### src/rtl/gfmd_pkg.sv
package gfmd_pkg;
  // Sequencer phases of the shared engine
  typedef enum logic [1:0] {
    ST_IDLE = 2'd0,
    ST_RUN  = 2'd1,
    ST_HOLD = 2'd2
  } gfmd_state_e;
endpackage

### src/rtl/gfmd_init.sv
// Operand loading: selects the starting register image for the chosen mode.
module gfmd_init #(
  parameter int         M = 8,
  parameter logic [M:0] G = 9'h11B
) (
  input  logic                            div_i,
  input  logic [M-1:0]                    a_i,
  input  logic [M-1:0]                    b_i,
  output logic [M:0]                      r_o,
  output logic [M:0]                      s_o,
  output logic [M:0]                      u_o,
  output logic [M:0]                      v_o,
  output logic [M:0]                      p_o,
  output logic [$clog2(M+1):0]            d_o
);
  localparam int W  = M + 1;
  localparam int DW = $clog2(M+1) + 1;

  logic [M-1:0] a_rev, b_rev;
  logic [W-1:0] g_rev;

  // Reciprocal forms: bit order mirrored
  for (genvar i = 0; i < M; i++) begin : g_opnd_rev
    assign a_rev[i] = a_i[M-1-i];
    assign b_rev[i] = b_i[M-1-i];
  end
  for (genvar i = 0; i < W; i++) begin : g_poly_rev
    assign g_rev[i] = G[W-1-i];
  end

  always_comb begin
    if (div_i) begin
      r_o = {1'b0, b_i};
      s_o = G;
      u_o = {1'b0, a_i};
      v_o = '0;
      p_o = G;
      d_o = '1;                 // -1 in two's complement
    end else begin
      r_o = {1'b0, b_rev};
      s_o = '0;
      u_o = '0;
      v_o = {a_rev, 1'b0};      // reversed factor times x
      p_o = g_rev;
      d_o = DW'(M);
    end
  end
endmodule

### src/rtl/gfmd_step.sv
// One iteration of the right-shifting binary extended-gcd update.
module gfmd_step #(
  parameter int M = 8
) (
  input  logic [M:0]             r_i,
  input  logic [M:0]             s_i,
  input  logic [M:0]             u_i,
  input  logic [M:0]             v_i,
  input  logic [M:0]             p_i,
  input  logic [$clog2(M+1):0]   d_i,
  output logic [M:0]             r_o,
  output logic [M:0]             s_o,
  output logic [M:0]             u_o,
  output logic [M:0]             v_o,
  output logic [$clog2(M+1):0]   d_o
);
  localparam int W  = M + 1;
  localparam int DW = $clog2(M+1) + 1;

  logic         lsb, swap, fold;
  logic [W-1:0] r_sum, u_sum, u_red;

  assign lsb   = r_i[0];
  assign swap  = lsb & d_i[DW-1];
  assign r_sum = r_i ^ ({W{lsb}} & s_i);
  assign u_sum = u_i ^ ({W{lsb}} & v_i);
  // Make the sum even by adding p when its low bit is set, then divide by x
  assign fold  = u_sum[0];
  assign u_red = u_sum ^ ({W{fold}} & p_i);

  assign r_o = r_sum >> 1;
  assign u_o = u_red >> 1;
  assign s_o = swap ? r_i : s_i;
  assign v_o = swap ? u_i : v_i;
  assign d_o = swap ? ~d_i : d_i - DW'(1);
endmodule

### src/rtl/gfmd_ctrl.sv
// Sequencer: command acceptance, iteration count, result hold.
module gfmd_ctrl
  import gfmd_pkg::*;
#(
  parameter int M = 8
) (
  input  logic clk,
  input  logic rst_n,
  input  logic op_valid,
  input  logic div_i,
  input  logic res_ready,
  output logic op_ready,
  output logic load,
  output logic run,
  output logic res_valid
);
  localparam int              CW       = $clog2(2*M);
  localparam logic [CW-1:0]   DIV_LAST = CW'(2*M-2);
  localparam logic [CW-1:0]   MUL_LAST = CW'(M-1);

  gfmd_state_e   state_q;
  logic [CW-1:0] cnt_q;

  assign op_ready  = (state_q == ST_IDLE);
  assign load      = op_ready & op_valid;
  assign run       = (state_q == ST_RUN);
  assign res_valid = (state_q == ST_HOLD);

  always_ff @(posedge clk or negedge rst_n) begin
    if (!rst_n) begin
      state_q <= ST_IDLE;
      cnt_q   <= '0;
    end else begin
      case (state_q)
        ST_IDLE: if (op_valid) begin
          state_q <= ST_RUN;
          cnt_q   <= div_i ? DIV_LAST : MUL_LAST;
        end
        ST_RUN: begin
          if (cnt_q == '0) state_q <= ST_HOLD;
          else             cnt_q   <= cnt_q - CW'(1);
        end
        ST_HOLD: if (res_ready) state_q <= ST_IDLE;
        default: state_q <= ST_IDLE;
      endcase
    end
  end
endmodule

### src/rtl/gfmd_unit.sv
// Combined GF(2^m) divider / multiplier on one shared serial engine.
module gfmd_unit #(
  parameter int         M = 8,
  parameter logic [M:0] G = 9'h11B
) (
  input  logic         clk,
  input  logic         rst_n,
  input  logic         op_valid,
  output logic         op_ready,
  input  logic         op_div,
  input  logic [M-1:0] op_a,
  input  logic [M-1:0] op_b,
  output logic         res_valid,
  input  logic         res_ready,
  output logic [M-1:0] res_data,
  output logic         busy
);
  localparam int W  = M + 1;
  localparam int DW = $clog2(M+1) + 1;

  logic          load, run, mode_q;
  logic [W-1:0]  r_q, s_q, u_q, v_q, p_q;
  logic [DW-1:0] d_q;
  logic [W-1:0]  r_i, s_i, u_i, v_i, p_i;
  logic [DW-1:0] d_i;
  logic [W-1:0]  r_n, s_n, u_n, v_n;
  logic [DW-1:0] d_n;
  logic [M-1:0]  prod;

  gfmd_ctrl #(.M(M)) u_ctrl (
    .clk(clk), .rst_n(rst_n), .op_valid(op_valid), .div_i(op_div),
    .res_ready(res_ready), .op_ready(op_ready), .load(load), .run(run),
    .res_valid(res_valid)
  );

  gfmd_init #(.M(M), .G(G)) u_init (
    .div_i(op_div), .a_i(op_a), .b_i(op_b),
    .r_o(r_i), .s_o(s_i), .u_o(u_i), .v_o(v_i), .p_o(p_i), .d_o(d_i)
  );

  gfmd_step #(.M(M)) u_step (
    .r_i(r_q), .s_i(s_q), .u_i(u_q), .v_i(v_q), .p_i(p_q), .d_i(d_q),
    .r_o(r_n), .s_o(s_n), .u_o(u_n), .v_o(v_n), .d_o(d_n)
  );

  always_ff @(posedge clk or negedge rst_n) begin
    if (!rst_n) begin
      {r_q, s_q, u_q, v_q, p_q} <= '0;
      d_q    <= '0;
      mode_q <= 1'b0;
    end else if (load) begin
      r_q <= r_i; s_q <= s_i; u_q <= u_i; v_q <= v_i; p_q <= p_i;
      d_q    <= d_i;
      mode_q <= op_div;
    end else if (run) begin
      r_q <= r_n; s_q <= s_n; u_q <= u_n; v_q <= v_n;
      d_q <= d_n;
    end
  end

  // Product emerges reversed in u; quotient sits in v
  for (genvar i = 0; i < M; i++) begin : g_out_rev
    assign prod[i] = u_q[M-1-i];
  end

  assign res_data = mode_q ? v_q[M-1:0] : prod;
  assign busy     = run;
endmodule

### config.mk
export PLATFORM = sky130hd
export DESIGN_NAME = gfmd_unit
export DESIGN_NICKNAME = d
export VERILOG_FILES = /design/src/rtl/gfmd_pkg.sv /design/src/rtl/gfmd_init.sv /design/src/rtl/gfmd_step.sv /design/src/rtl/gfmd_ctrl.sv /design/src/rtl/gfmd_unit.sv
export SDC_FILE = /design/constraint.sdc
export NUM_CORES = 1
export LEC_CHECK = 0
export ABC_AREA = 1
export BUFFER_PORTS_ARGS = -buffer_cell sky130_fd_sc_hd__buf_2
export CAP_MARGIN = 0
export CORE_MARGIN = 1
export CORE_UTILIZATION = 26
export CTS_CLUSTER_SIZE = 30
export DETAILED_ROUTE_END_ITERATION = 8
export PLACE_DENSITY = 0.42
export SLEW_MARGIN = 20
export SYNTH_ARGS = -nofsm -noshare
export SYNTH_HDL_FRONTEND = slang
export SYNTH_SLANG_ARGS = --single-unit
export TNS_END_PERCENT = 20
### constraint.sdc
create_clock -name clk -period 3.9 [get_ports clk]
set_input_delay 0.195 -clock clk [delete_from_list [all_inputs] [get_ports clk]]
set_output_delay 0.195 -clock clk [all_outputs]
set_load 0.005 [all_outputs]
==> reports/metrics.yaml, run 1 <==
floorplan:
  start_util_pct: 27.1
  io_pins: 32
  fp-row-count: 37
  die_w_um: 106
  die_y_um: 106
  core_um2: 10400
  dieArea_um2: 11200
sta:
  timing.fmax_mhz: 538
  finalCriticalPeriod_ns: 1.86
  fin_crit_sh_pct: 47.7
  finalHoldViolations: 13
  setup_viol: 0
  hold_ws_ns: -0.00724
  slew_violations: 0
  slew_headroom_pct: 57.4
  tightest_slew_ns: 0.640
  clock_skew_ns: 0.0169
  rsz0062_at_grt: "false"
  setup_ws_ns: 2.04
  setup_tns_ns: 0
logic_synthesis:
  ys_warn_count: 0
  ys_seq_area_share_pct: 41.9
  syn_inst: 390
  ys_seq_elements: 47
  syn-num-nets: 413
  synth_cell_types: 28
  syn_area_um2: 2810
  avgSynthCellArea_um2: 7.19
placement:
  numPortBuffers: 31
  place.gp.congestion: 0.768
  preCtsSetupSlack_ns: 2.00
  dp.cells: 544
  dp_hpwl_mm: 5.02
power_and_ir_drop:
  power_density_nw_per_um2: 807
  max-vdd-ir-drop_mv: 0.286
  p_leak_uw: 0.00164
worst_setup_path:
  path_class: "reg -> reg"
  critPathLaunchType: "register"
  crit_required_ns: 4.13
  crit_fanout: 36
  cp_data_arrival_time_ns: 2.09
  end_kind: "register"
global_route:
  grt_first_pass_wirelength_mm: 12.5
  grt_max_degree: 48
  grt_pass1_vias: 2535
  gr-total-overflow: 0
  antenna_found_initial: 0
  track_usage_pct: 14.1
clock_tree:
  cts_inserted_buffers: 5
  clk_pin_slew_ns: 0.10
  hold_buffers: 0
  cts_setup_buffers: 0
  cts_tree: "done"
  clk_latency_ns: 0.30
  cts_sinks: 47
  clk_path_buf_depth: 2
  clock-root-buffer: "clkbuf_8"
  htree_num_levels: 2
  cts.repair.resized: 0
layout:
  insertedDiodeCount: 0
  regArea_um2: 1180
  fin_util_pct: 30.3
  layout-drive-gt1-share_pct: 13.2
  multiInputGateArea_um2: 1330
  area_growth_syn_to_layout_pct: 11.9
  n_fill_cell: 1152
  finalNonFillerCells: 552
  fin_nets: 438
detailed_routing:
  dr.pass1.iters: 4
  wl_mm: 7.28
  vias: 2466
  drt_iter0_markers: 84
  route.detailed.drc: 0
  ant_nets: 0
  wl_per_cell_um: 13.2
  avgViaCountPerCell: 4.47
run:
  drv_cap: 0
outcome:
  failed_checks: "hold timing"
  status: "finished with violations"
min_path:
  worstHoldPathType: "in -> async"
==> layout make-up <==
cell class / instances / share of cell area [%]
inverters: 53 / 6.34
repair buffers: 33 / 5.42
clock buffers: 6 / 2.63
multi-input cells: 275 / 42.2
flip-flops and latches: 47 / 37.5
clock inverters: 2 / 0.518
well taps: 136 / 5.42
==> where the power goes <==
part	leakage (uW)	switching [uW]	internal, uW
registers	0.000562	167	721
logic	0.00103	845	480
clock network	0.0000474	176	145
total	0.00164	1190	1350
==> cells by family (layout without fill, tap and decap cells) <==
kind of cell,count (synthesis),count (layout),synth area share (%)
simple gates,198,198,30.6
buf+inv,68,94,10.8
compound gates,65,65,12.7
flops,47,47,41.9
xor+xnor,10,10,3.12
fa+ha+maj,2,2,0.892
==> critical path: stages (launching register included) <==
cell     delay, ns
dfrtp_1       0.45
nor2_4        0.17
nand2_8       0.19
nand2_2       0.53
inv_2         0.20
nand2_1       0.10
inv_1         0.04
a21oi_1       0.10
==> worst paths after layout <==
path	startpoint	to	slack [ns]	cells past startpoint
max	u_ctrl.state_q[1]	u_q[0]	2.04	7
min	rst_n	r_q[1]	-0.007	2
max reg2reg	u_ctrl.state_q[1]	u_q[0]	2.04	7
min reg2reg	s_q[7]	s_q[7]	0.49	2
max in group asynchronous	rst_n	u_ctrl.cnt_q[1]	3.47	2
min in group clk	res_ready	u_ctrl.state_q[1]	0.09	2
==> cells in the final DEF, fill, tap and decap left out, drive strengths merged <==
master	netlist	final
nand2	143	143
inv	53	53
dfrtp	47	47
o21ai	34	34
buf	12	33
nand3	27	27
nor2	26	26
a21oi	17	17
xor2	8	8
clkbuf	3	6
o31ai	5	5
a31oi	4	4
xnor2	2	2
o211ai	2	2
ha	2	2
o22ai	1	1
a22o	1	1
nand3b	1	1
nand4	1	1
a21boi	1	1
clkinvlp	0	1
clkinv	0	1
==> sequential cells by signal, indices dropped and copies added (netlist names) <==
signal,cells
u_q,8
u_ctrl.cnt_q,4
v_q,9
r_q,8
u_ctrl.state_q,2
s_q,8
d_q,5
p_q,3
==> layer usage <==
layer | track usage (%) | vias to the layer above | share of wire, %
met3 | 2.23 | 6 | 3.4
met5 | 0 | - | 0
met1 | 19.9 | 1151 | 51
li1 | - | 1276 | -
met2 | 22.3 | 33 | 44
met4 | 4.07 | 0 | 1.6
==> cells in the mapped netlist <==
cell,instances,share of area [%]
nand4_1,1,0.22
xnor2_1,2,0.62
clkbuf_1,3,0.40
o21ai_1,15,2.7
o21ai_0,19,3.4
nand2_8,1,0.71
xor2_1,8,2.5
buf_4,1,0.27
nand3_1,27,4.8
buf_2,6,1.1
inv_1,48,6.4
a31oi_1,4,0.89
ha_1,2,0.89
buf_6,5,2.0
nand3b_1,1,0.27
a22o_1,1,0.31
nand2_1,138,18
o211ai_1,2,0.54
a21boi_1,1,0.27
nand2_2,4,0.89
nor2_1,22,2.9
inv_2,5,0.67
nor2_4,2,0.80
a21oi_1,17,3.0
nor2_8,2,1.4
o31ai_1,5,1.3
dfrtp_1,47,42
o22ai_1,1,0.22
==> metrics by stage <==
step           power, uW  hold slack (ns)  area (um^2)
4_1_cts             2580           0.0194         3140
3_5_place_dp        2240            0.358         3040
6_report            2530         -0.00724         3140
2_1_floorplan       1900           -0.101         2810
3_3_place_gp        2250            0.361         3040
5_1_grt             2830           0.0431         3140
Note: power is estimated with default switching activity, not from simulation.
==> inputs of run 2 (changes only) <==
Clock period 3.9 ns to 1.91 ns, I/O delays scaled along.
==> run 2 against run 1 <==
  * The flow now finishes without violations
  * Global-route usage decreased by 0.21 points
  * Combinational power increased by 110%
  * Utilization increased by 1.2 points
  * Hold slack improved by 0.049 ns
  * Count of clock-buffer cells in the layout decreased by 1
  * Sequential cell count unchanged
  * Critical path type unchanged
  * Critical endpoint is now v_q[2]
  * Largest cell class unchanged
==> reports/metrics.yaml, run 2 (synthesized netlist as in run 1, its figures left out) <==
clock_tree:
  htree_num_levels: 2  # unchanged
  clk_path_buf_depth: 2  # unchanged
  cts_inserted_buffers: 5  # unchanged
  cts_setup_buffers: 0  # unchanged
  clk_latency_ns: 0.31  # about the same
  clk_pin_slew_ns: 0.10  # about the same
  cts_sinks: 47  # unchanged
  cts.repair.resized: 0  # unchanged
  cts_tree: "done"
  clock-root-buffer: "clkbuf_8"
worst_setup_path:
  r2r-start: "u_ctrl.state_q[1]"
  path_class: "reg -> reg"
  end_kind: "register"
  reg2reg_depth: 6  # -1
  crit_fanout: 9  # -75%
  critPathLaunchType: "register"
  r2r_slack_ns: 0.39  # -1.65 ns
  cp_data_arrival_time_ns: 1.74  # -0.35 ns
  r2r_end: "v_q[2]"
  crit_required_ns: 2.14  # -1.99 ns
sta:
  slew_violations: 0  # unchanged
  slew_headroom_pct: 67.9  # +11 points
  finalCriticalPeriod_ns: 1.52  # -0.343 ns
  clock_skew_ns: 0.0112  # -0.00562 ns
  finalHoldViolations: 0  # -13
  setup_viol: 0  # unchanged
  fin_crit_sh_pct: 79.4  # +32 points
  rsz0062_at_grt: "false"
  setup_tns_ns: 0  # unchanged
  timing.fmax_mhz: 659  # +23%
  tightest_slew_ns: 0.481  # -0.159 ns
detailed_routing:
  dr.pass1.iters: 4  # unchanged
  route.detailed.drc: 0  # unchanged
  vias: 2481  # +0.61%
  ant_nets: 0  # unchanged
  avgViaCountPerCell: 4.42  # -1.0%
  drt_iter0_markers: 147  # +75%
  wl_per_cell_um: 13.0  # -1.4%
  wl_mm: 7.30  # +0.21%
global_route:
  track_usage_pct: 13.9  # -0.21 points
  gr-total-overflow: 0  # unchanged
  antenna_found_initial: 0  # unchanged
  grt_pass1_vias: 2416  # -4.7%
  grt_max_degree: 31  # -35%
  grt_first_pass_wirelength_mm: 12.3  # -1.9%
layout:
  layout-drive-gt1-share_pct: 14.6  # +1.4 points
  layout_commonest_cell: "nand2_1"
  layout.cells.most_common_list: "138 x nand2_1, 48 x inv_1, 47 x dfrtp_1"
  area_growth_syn_to_layout_pct: 16.3
  insertedDiodeCount: 0  # unchanged
  fin_util_pct: 31.5  # +1.2 points
  regMostFlops: "v_q"
  largest_register_ffs: 9  # unchanged
  fin_nets: 447  # +2.1%
placement:
  dp_hpwl_mm: 5.24  # +4.4%
  place.gp.congestion: 0.772  # +0.48%
  numPortBuffers: 31  # unchanged
min_path:
  holdPathStages: 3
  hp-start: "op_a[4]"
  worstHoldPathType: "in -> reg"
  hold_path_end: "v_q[4]"
floorplan:
  die_w_um: 106  # unchanged
  io_pins: 32  # unchanged
  core_um2: 10400  # unchanged
  start_util_pct: 27.1  # unchanged
  die_y_um: 106  # unchanged
  fp-row-count: 37  # unchanged
  dieArea_um2: 11200  # unchanged
outcome:
  status: "finished, final reports clean"
run:
  drv_cap: 0  # unchanged
power_and_ir_drop:
  max-vdd-ir-drop_mv: 0.521  # +82%
  power_density_nw_per_um2: 1690  # +110%
  p_leak_uw: 0.00170  # +3.8%
## run 2: cell types whose count changed in the layout (fill, tap and decap cells not counted)
cell / delta
bufinv_16: +2
clkinv_4: -1
buf_4: +6
dlygate4sd3_1: +2
buf_12: +1
clkbuf_8: -1
## run 2: worst max-delay path by stage
| stage | from | to | slack, ns | cells after the start |
|---|---|---|---|---|
| after floorplan | u_ctrl.state_q[1] | v_q[8] | 0.65 | 5 |
| after global placement | r_q[0] | u_q[6] | 0.38 | 8 |
| after detailed placement | u_ctrl.state_q[1] | d_q[0] | 0.40 | 8 |
| after CTS | u_ctrl.state_q[1] | u_q[2] | 0.37 | 7 |
| after global routing | u_ctrl.state_q[1] | u_q[4] | 0.27 | 7 |
| final | u_ctrl.state_q[1] | v_q[2] | 0.39 | 6 |
## run 2: critical path: stages (launching register included)
cell and delay [ns]:
dfrtp_1 0.45, nor2_4 0.26, nand2_2 0.18, nand2_2 0.18
buf_4 0.19, nor2_1 0.05, a21oi_1 0.13
## run 2: power by group
group / switching, uW / leakage [uW] / internal, uW
combinational: 1760 / 0.00107 / 1060
sequential: 320 / 0.000562 / 1470
clock: 373 / 0.0000644 / 523
total: 2460 / 0.00170 / 3060
## run 2: repair_timing
item	CTS	global route
hold buffers	2	0
setup endpoints to repair	0	0
endpoints found under the hold margin	18	0
## run 2: layout make-up
type | count | area (um^2)
clock buffer | 5 | 68.8
clock inverter | 3 | 67.6
fill | 1145 | 7110
inverter | 53 | 199
multi-input combinational | 275 | 1330
sequential | 47 | 1180
tap | 136 | 170
timing repair buffer | 42 | 255
## run 2: per-stage QoR
step                      power (uW)  setup slack, ns  area, um^2  std cells  hold slack (ns)
after floorplan                 3870            0.648        2810        390           -0.200
after global placement          4700            0.381        3110        551           0.0955
after detailed placement        4670            0.399        3110        551           0.0905
after CTS                       5580            0.374        3260        561           0.0275
after global routing            6090            0.268        3260        561           0.0336
final                           5510            0.393        3260        561           0.0413
## run 2: layer usage
metal  wire length (um)  vias up  global-route usage [%]
li1                   -     1292                       -
met5                  0        -                       0
met2               3260       49                    21.8
met1               3710     1136                    19.8
met3                272        4                    2.23
met4                 50        0                    3.77
